[src/rtl/mapper_pkg.sv]
package mapper_pkg;

  typedef struct packed {
    logic [5:0] chrLoad;
    logic [2:0] prgLoad;
    logic       ctlLoad;
    logic [7:0] data;
  } regStrobe_t;

  localparam logic [11:0] REG_WINDOW = 12'h7EF;

  function automatic logic [7:0] chrResetVal(input int idx);
    case (idx)
      0:       return 8'd0;
      1:       return 8'd2;
      2:       return 8'd4;
      3:       return 8'd5;
      4:       return 8'd6;
      default: return 8'd7;
    endcase
  endfunction

endpackage

[src/rtl/mapper_ctrl.sv]
module mapper_ctrl
  import mapper_pkg::*;
#(
  parameter bit CHR_IS_RAM = 1'b0
) (
  input  logic [15:0] cpuAddr,
  input  logic [7:0]  cpuData,
  input  logic        cpuWrEn,
  input  logic        vidWrEn,
  input  logic        chrHit,
  output regStrobe_t  strobe,
  output logic        chrRamWe
);

  logic inWindow;
  assign inWindow = (cpuAddr[15:4] == REG_WINDOW);

  always_comb begin
    strobe      = '0;
    strobe.data = cpuData;
    if (cpuWrEn && inWindow) begin
      case (cpuAddr[3:0])
        4'h0, 4'h1, 4'h2,
        4'h3, 4'h4, 4'h5: strobe.chrLoad[cpuAddr[2:0]] = 1'b1;
        4'h6:             strobe.ctlLoad = 1'b1;
        4'hA:             strobe.prgLoad[0] = 1'b1;
        4'hB:             strobe.prgLoad[1] = 1'b1;
        4'hC:             strobe.prgLoad[2] = 1'b1;
        default:          ;
      endcase
    end
  end

  generate
    if (CHR_IS_RAM) begin : g_ram
      assign chrRamWe = vidWrEn & chrHit;
    end else begin : g_rom
      assign chrRamWe = 1'b0;
    end
  endgenerate

endmodule

[src/rtl/mapper_datapath.sv]
module mapper_datapath
  import mapper_pkg::*;
#(
  parameter int PRG_BANKS = 8,
  parameter int CHR_BANKS = 16,
  localparam int PRG_BW = $clog2(PRG_BANKS),
  localparam int CHR_BW = $clog2(CHR_BANKS),
  localparam int PRG_AW = PRG_BW + 13,
  localparam int CHR_AW = CHR_BW + 10
) (
  input  logic              clk,
  input  logic              rstN,
  input  regStrobe_t        strobe,
  input  logic [15:0]       cpuAddr,
  input  logic [13:0]       vidAddr,
  output logic [PRG_AW-1:0] prgAddr,
  output logic              prgHit,
  output logic [CHR_AW-1:0] chrAddr,
  output logic              chrHit,
  output logic              mirrorVert
);

  logic [5:0][7:0] chrReg;
  logic [2:0][7:0] prgReg;
  logic [1:0]      ctlReg;

  genvar gi;
  generate
    for (gi = 0; gi < 6; gi++) begin : g_chr
      always_ff @(posedge clk or negedge rstN) begin
        if (!rstN)                   chrReg[gi] <= chrResetVal(gi);
        else if (strobe.chrLoad[gi]) chrReg[gi] <= strobe.data;
      end
    end
    for (gi = 0; gi < 3; gi++) begin : g_prg
      always_ff @(posedge clk or negedge rstN) begin
        if (!rstN)                   prgReg[gi] <= 8'(gi);
        else if (strobe.prgLoad[gi]) prgReg[gi] <= {2'b00, strobe.data[7:2]};
      end
    end
  endgenerate

  always_ff @(posedge clk or negedge rstN) begin
    if (!rstN)               ctlReg <= 2'b00;
    else if (strobe.ctlLoad) ctlReg <= strobe.data[1:0];
  end

  assign mirrorVert = ctlReg[0];

  // program side: four 8 KB windows, the top one pinned to the last bank
  logic [PRG_BW-1:0] prgBank;
  always_comb begin
    case (cpuAddr[14:13])
      2'd0:    prgBank = prgReg[0][PRG_BW-1:0];
      2'd1:    prgBank = prgReg[1][PRG_BW-1:0];
      2'd2:    prgBank = prgReg[2][PRG_BW-1:0];
      default: prgBank = '1;
    endcase
  end
  assign prgAddr = {prgBank, cpuAddr[12:0]};
  assign prgHit  = cpuAddr[15];

  // character side: region picked on the possibly swapped address
  logic [2:0] region;
  logic [7:0] chrSel;
  assign region = vidAddr[12:10] ^ {ctlReg[1], 2'b00};
  assign chrHit = ~vidAddr[13];

  always_comb begin
    if (!region[2]) begin
      chrSel  = chrReg[{2'b00, region[1]}];
      chrAddr = {chrSel[CHR_BW-1:1], vidAddr[10:0]};
    end else begin
      chrSel  = chrReg[3'd2 + {1'b0, region[1:0]}];
      chrAddr = {chrSel[CHR_BW-1:0], vidAddr[9:0]};
    end
  end


  chr_load_chk: assert property (@(posedge clk) disable iff (!rstN)
    strobe.chrLoad[2] |=> chrReg[2] == $past(strobe.data));


  mirror_follow_chk: assert property (@(posedge clk) disable iff (!rstN)
    strobe.ctlLoad |=> mirrorVert == $past(strobe.data[0]));


  prg_shift_chk: assert property (@(posedge clk) disable iff (!rstN)
    strobe.prgLoad[1] |=> prgReg[1] == {2'b00, $past(strobe.data[7:2])});


  fixed_top_chk: assert property (@(posedge clk) disable iff (!rstN)
    (prgHit && cpuAddr[14:13] == 2'b11) |-> prgAddr[PRG_AW-1:13] == '1);


  no_stray_write_chk: assert property (@(posedge clk) disable iff (!rstN)
    !(|{strobe.chrLoad, strobe.prgLoad, strobe.ctlLoad})
      |=> ($stable(chrReg) && $stable(prgReg) && $stable(ctlReg)));

endmodule

[src/rtl/cart_bank_mapper.sv]
module cart_bank_mapper
  import mapper_pkg::*;
#(
  parameter int PRG_BANKS   = 8,
  parameter int CHR_BANKS_1K = 16,
  parameter bit CHR_IS_RAM  = 1'b0,
  localparam int CHR_EFF = CHR_IS_RAM ? 8 : CHR_BANKS_1K,
  localparam int PRG_AW  = $clog2(PRG_BANKS) + 13,
  localparam int CHR_AW  = $clog2(CHR_EFF) + 10
) (
  input  logic              clk,
  input  logic              rstN,
  input  logic [15:0]       cpuAddr,
  input  logic [7:0]        cpuData,
  input  logic              cpuWrEn,
  input  logic [13:0]       vidAddr,
  input  logic              vidWrEn,
  output logic [PRG_AW-1:0] prgAddr,
  output logic              prgHit,
  output logic [CHR_AW-1:0] chrAddr,
  output logic              chrHit,
  output logic              chrRamWe,
  output logic              mirrorVert
);

  regStrobe_t strobe;

  mapper_ctrl #(.CHR_IS_RAM(CHR_IS_RAM)) u_ctrl (
    .cpuAddr (cpuAddr),
    .cpuData (cpuData),
    .cpuWrEn (cpuWrEn),
    .vidWrEn (vidWrEn),
    .chrHit  (chrHit),
    .strobe  (strobe),
    .chrRamWe(chrRamWe)
  );

  mapper_datapath #(.PRG_BANKS(PRG_BANKS), .CHR_BANKS(CHR_EFF)) u_dp (
    .clk       (clk),
    .rstN      (rstN),
    .strobe    (strobe),
    .cpuAddr   (cpuAddr),
    .vidAddr   (vidAddr),
    .prgAddr   (prgAddr),
    .prgHit    (prgHit),
    .chrAddr   (chrAddr),
    .chrHit    (chrHit),
    .mirrorVert(mirrorVert)
  );


  ram_we_gate_chk: assert property (@(posedge clk) disable iff (!rstN)
    chrRamWe |-> (chrHit && vidWrEn && CHR_IS_RAM));

endmodule

[config.mk]
export PLATFORM = sky130hd
export DESIGN_NAME = cart_bank_mapper
export DESIGN_NICKNAME = d
export VERILOG_FILES = /design/src/rtl/mapper_pkg.sv /design/src/rtl/mapper_ctrl.sv /design/src/rtl/mapper_datapath.sv /design/src/rtl/cart_bank_mapper.sv
export SDC_FILE = /design/constraint.sdc
export NUM_CORES = 1
export LEC_CHECK = 0
export ABC_AREA = 1
export BUFFER_PORTS_ARGS = -buffer_cell sky130_fd_sc_hd__clkbuf_2
export CELL_PAD_IN_SITES_DETAIL_PLACEMENT = 0
export CELL_PAD_IN_SITES_GLOBAL_PLACEMENT = 1
export CORE_MARGIN = 1
export CORE_UTILIZATION = 34
export DETAILED_ROUTE_END_ITERATION = 8
export PLACE_DENSITY_LB_ADDON = 0.1
export SLEW_MARGIN = 5
export SYNTH_ARGS = -nofsm -noshare
export SYNTH_HDL_FRONTEND = slang
export SYNTH_SLANG_ARGS = --single-unit
[constraint.sdc]
create_clock -name clk -period 1.35 [get_ports clk]
set_clock_uncertainty 0.05 [all_clocks]
set_input_delay 0.2025 -clock clk [delete_from_list [all_inputs] [get_ports clk]]
set_output_delay 0.2025 -clock clk [all_outputs]
set_load 0.1 [all_outputs]
After elaboration in Yosys (flattened, before gate mapping)
Index checks and enable logic that the tools add are counted.

Bits in registers: 59. Input bits: 42. Output and inout bits: 34. Logic and storage cells: 48.

Add/subtract/negate cells: 1. Order comparisons: 4. Eq/ne operators: 12. Muxes and demuxes: 14. Bitwise operators: 2. Reductions and logical operators: 5.

Operator list (count): $bmux W8 S3 (1); $mux W14 (1); $eq A12 B11 Y1 const B (1); $eq A4 B3 Y1 const B (3); $eq A4 B4 Y1 const B (3); $mux W4 (3); $mux W10 (1); $pmux W3 S3 (1); $eq A4 B2 Y1 const B (2); $lt A3 B4 Y1 const B (2); $mux W6 (1); $reduce_or A6 Y1 (1); $mux W1 (5); $eq A4 B1 Y1 const B (1); $logic_not A4 Y1 (1); $lt A1 B4 Y1 const B (1); $add A2 B2 Y3 const A (1); $demux W1 S3 (1); $ge A3 B1 Y1 const B (1); $xor A3 B3 Y3 (1); $eq A2 B1 Y1 const B (1); $eq A2 B2 Y1 const B (1); $logic_and A1 B1 Y1 (2); $logic_not A2 Y1 (1); $not A1 Y1 (1).

Depth between registers and ports, before layout
Depth in word-level cells: 6. Depth in mapped cells: 8. Depth with buffers taken out: 7.

Hierarchy
From an unflattened synthesis, not the netlist that was laid out.

Cell total of the unflattened synthesis: 247. Area, all modules: 1973.1 µm².

By module, submodules not included: mapper_datapath (instances 1, cells each 193, area each 1719.1 µm², seq. area each 839.6 µm²); mapper_ctrl (instances 1, cells each 54, area each 254.0 µm², seq. area each 0.0 µm²).

Worst setup path after synthesis
No wires, ideal clock.

Path kind: reg-to-output. From: register u_dp.ctlReg[1]. To: output chrAddr[11]. Arrival: 2736 ps. Data required time: 1097 ps. Setup slack: -1638 ps. Stages on the path, launching flop included: 3. Path buffers: 0. Path through: dfrtp_1 -> xor2_1 -> o21ai_0.

Longest elaborated chain between the ends: 2.

RTL lines: from (decl) (RTL line mapper_datapath.sv:25) `logic [1:0] ctlReg;`; from (signal assigned) (RTL line mapper_datapath.sv:45) `else if (strobe.ctlLoad) ctlReg <= strobe.data[1:0];`; $xor A3 B3 Y3 (RTL line mapper_datapath.sv:66) `assign region = vidAddr[12:10] ^ {ctlReg[1], 2'b00};`; $mux W14 (RTL line mapper_datapath.sv:70) `if (!region[2]) begin`; to (decl) (RTL line cart_bank_mapper.sv:20) `output logic [CHR_AW-1:0] chrAddr,`.

Every way passes these cells.

Worst setup path after layout
From: register u_dp.ctlReg[1]. To: output chrAddr[12].

The elaborated chain is that of the path after synthesis.

==> key figures <==
Outcome
  – Status: finished, violations left
  – Failing checks: negative setup slack

Finish
  – Non-filler instance count after layout: 395
  – Area Overhead vs Synth: 38.5%
  – Area occupied by multi-input gates: just under 1000 µm²
  – ANT cells: 0
  – Fin nets: between 300 and 400
  – # fillers: 585
  – Sequential cell area: 841 µm²
  – Share of layout cells above drive strength 1: 0.341

Synthesis
  – Register area share after synthesis: 0.421
  – Mapped cell area: around 2000 µm²
  – Largest area contributor in the synthesized netlist: dfrtp_1
  – Mapped Cells: 275
  – Share of the synthesized area in the top cell type: 0.276
  – Synthesis Warnings: 0
  – Number of synthesized register bits: 33
  – Library cells used by synthesis: 22
  – Largest cells by area after synthesis: dfrtp_1 28%, nand2_1 18%, dfstp_2 14%
  – Syn avg cell area: 7.25 µm²
  – Post-synthesis net count: 317

Timing
  – RSZ-0062 raised after global routing: true
  – Fmax: 565 MHz
  – Min Tclk post-route: 1.77 ns
  – Worst setup margin: -0.421 ns
  – Max-slew violation count: 0
  – Final Hold Vio Count: 0
  – Tcrit/Tclk final: 1.31
  – Final Setup Violations: 7
  – WHS: ~0.14 ns

Clock network
  – Clk sink count: 33
  – Clock latency on the worst-skew pair: 0.28 ns
  – H-tree Lvls: 2
  – CTS Buffer Depth: 2
  – Clock slew at reported path FFs: 0.07 ns
  – CTS tree: done
  – Inserted Clock Buffers: 5
  – Root Driver: clkbuf_8

Place
  – DP Wirelength: 3740 µm
  – Placed Cells incl. Taps: 385
  – IO Port Bufs: 50
  – GP Congestion: 0.787

Global routing
  – Vias in the first global route: 1962
  – First-pass GRT wire length: 8930 µm
  – Antenna violations before repair: 0
  – All-Layer GR Usage: 0.189
  – Overflow after GRT: 0
  – Largest net degree at the start of global routing: 34

Detailed routing
  – Drt total wl: 5140 µm
  – Post-route ant nets: 0
  – DR vias/cell: ~4.7
  – # DRC: 0
  – Routed vias: 1845
  – Routed wire per std cell: 13.0 µm
  – Routed length on met3: 244 µm
  – First-pass DRT Iterations: 4
  – Metal2 WL: around 2400 µm
  – Uppermost layer routed: met4
  – DR iter-0 viols: between 40 and 50
  – Met1 WL: ~2400 µm

Floorplanning
  – Initial Utilization: 0.358
  – Cell row count: 27
  – IO Count: 76
  – Die ar.: between 6000 and 7000 µm²
  – Core ar.: 5570 µm²
  – Die height: slightly below 80 µm
  – Die Span X: between 70 and 80 µm

Worst setup path
  – Worst setup path class: reg -> out
  – Worst setup SP type: flop
  – Critical Path AT: 1.52 ns
  – CP Data Required Time: between 1 and 1.5 ns
  – Critical Path End Type: output pin
  – Setup slack, reg-to-reg: 0.59 ns
  – Crit Path Max Fanout: 6

Min path
  – HP Class: in -> reg

Job
  – Max cap viols: 0

Power and ir drop
  – Leak Pwr: 1.44 nW
  – Peak supply drop: 585 µV
  – Pwr dens: 935 nW/µm²
## sequential cells by signal, summed over array words and instances (netlist names)
signal / count
u_dp.prgReg: 9
u_dp.chrReg: 22
u_dp.ctlReg: 2
## timing repair
action,in CTS,in global routing
endpoints found under the hold margin,22,0
hold buffers,1,0
resized for setup,6,5
pin swaps,4,6
endpoints found under the setup margin,7,7
buffers inserted,0,1
## cell usage in the layout, fill, tap and decap left out
cell / instances
nand3_2: 6
nand4_1: 1
nand2_8: 1
xor2_4: 1
dfrtp_2: 1
clkbuf_2: 27
o21ai_1: 2
o21ai_4: 3
bufinv_16: 1
inv_2: 1
clkbuf_8: 6
conb_1: 1
nor2_1: 25
o21ai_0: 5
clkbuf_1: 1
nand3_1: 46
buf_4: 28
nand3_4: 1
inv_1: 13
buf_12: 16
dlygate4sd3_1: 1
nand2_4: 1
o21ai_2: 2
dfrtp_1: 21
nor2_4: 1
nand2_2: 2
nand2_1: 93
nor3_1: 1
dfstp_2: 11
nor2_2: 1
mux2i_1: 3
## power breakdown
group | switching (W) | leakage, nW | total, W | internal (W)
Combinational | 0.000435 | 0.962 | 0.000619 | 0.000184
Clock | 0.000371 | 0.0585 | 0.000972 | 0.000602
Sequential | 0.000000215 | 0.419 | 0.000991 | 0.000991
## cell usage after synthesis
cell type	count
buf_4	25
buf_2	1
clkbuf_2	2
xor2_1	1
clkbuf_1	1
buf_6	3
o21ai_0	12
mux2i_1	3
inv_1	13
nand3_2	1
nor2_2	1
nor2_4	1
dfstp_2	11
nand4_1	1
nand3_1	52
nor3_1	1
nand2_1	96
conb_1	1
nand2_2	1
inv_2	1
dfrtp_1	22
nor2_1	25
## logic make-up (layout without fill, tap and decap cells)
family                 count (synthesis)  after routing  share of synthesized area
multiplexers                           3              3                     0.0151
XOR/XNOR                               1              1                    0.00439
AND/OR/NAND/NOR                      179            179                      0.381
buffers and inverters                 46             94                      0.147
AO/OA/AOI/OAI                         12             12                     0.0301
flip-flops                            33             33                      0.421
other                                  1              1                    0.00188
## final cells by class
cell class,count,area share
Clock inverter,1,0.0109
Multi-Input combinational cell,196,0.357
Inverter,14,0.0190
Clock buffer,7,0.0313
Sequential cell,33,0.304
Tap cell,72,0.0326
Timing Repair Buffer,72,0.245
## final timing paths
kind	cells past startpoint	start	end
worst max-delay path	5	u_dp.ctlReg[1]	chrAddr[12]
worst min-delay path	3	cpuData[4]	u_dp.prgReg[10]
worst max register to register	2	u_dp.prgReg[8]	u_dp.prgReg[8]
worst min register to register	2	u_dp.chrReg[9]	u_dp.chrReg[9]
max in group asynchronous	3	rstN	u_dp.chrReg[9]
min in group asynchronous	3	rstN	u_dp.prgReg[1]
## stage by stage
stage | instance area [µm²] | total power [W] | worst slack (ns) | setup TNS, ns | utilization
floorplan | 2090 | 0.00155 | -0.120 | -0.325 | -
global placement | 2590 | 0.00162 | -0.0898 | -0.294 | 0.464
detailed placement | 2590 | 0.00162 | -0.0975 | -0.319 | 0.464
CTS | 2730 | 0.00260 | -0.397 | -1.71 | 0.489
global route | 2760 | 0.00267 | -0.473 | -2.07 | 0.495
finish | 2760 | 0.00258 | -0.421 | -1.74 | 0.495
## routing by layer
layer  vias up  global-route usage
met5         -                   0
met4         0              0.0870
met3         7              0.0407
met2        49               0.305
met1       834               0.241
li1        955                   -
## worst max-delay path: stages (launching register included)
cell and delay, ns:
dfrtp_2 0.44, xor2_4 0.19, buf_12 0.14, buf_12 0.13, o21ai_4 0.14, buf_12 0.19
Note: power is estimated with default switching activity, not from simulation.
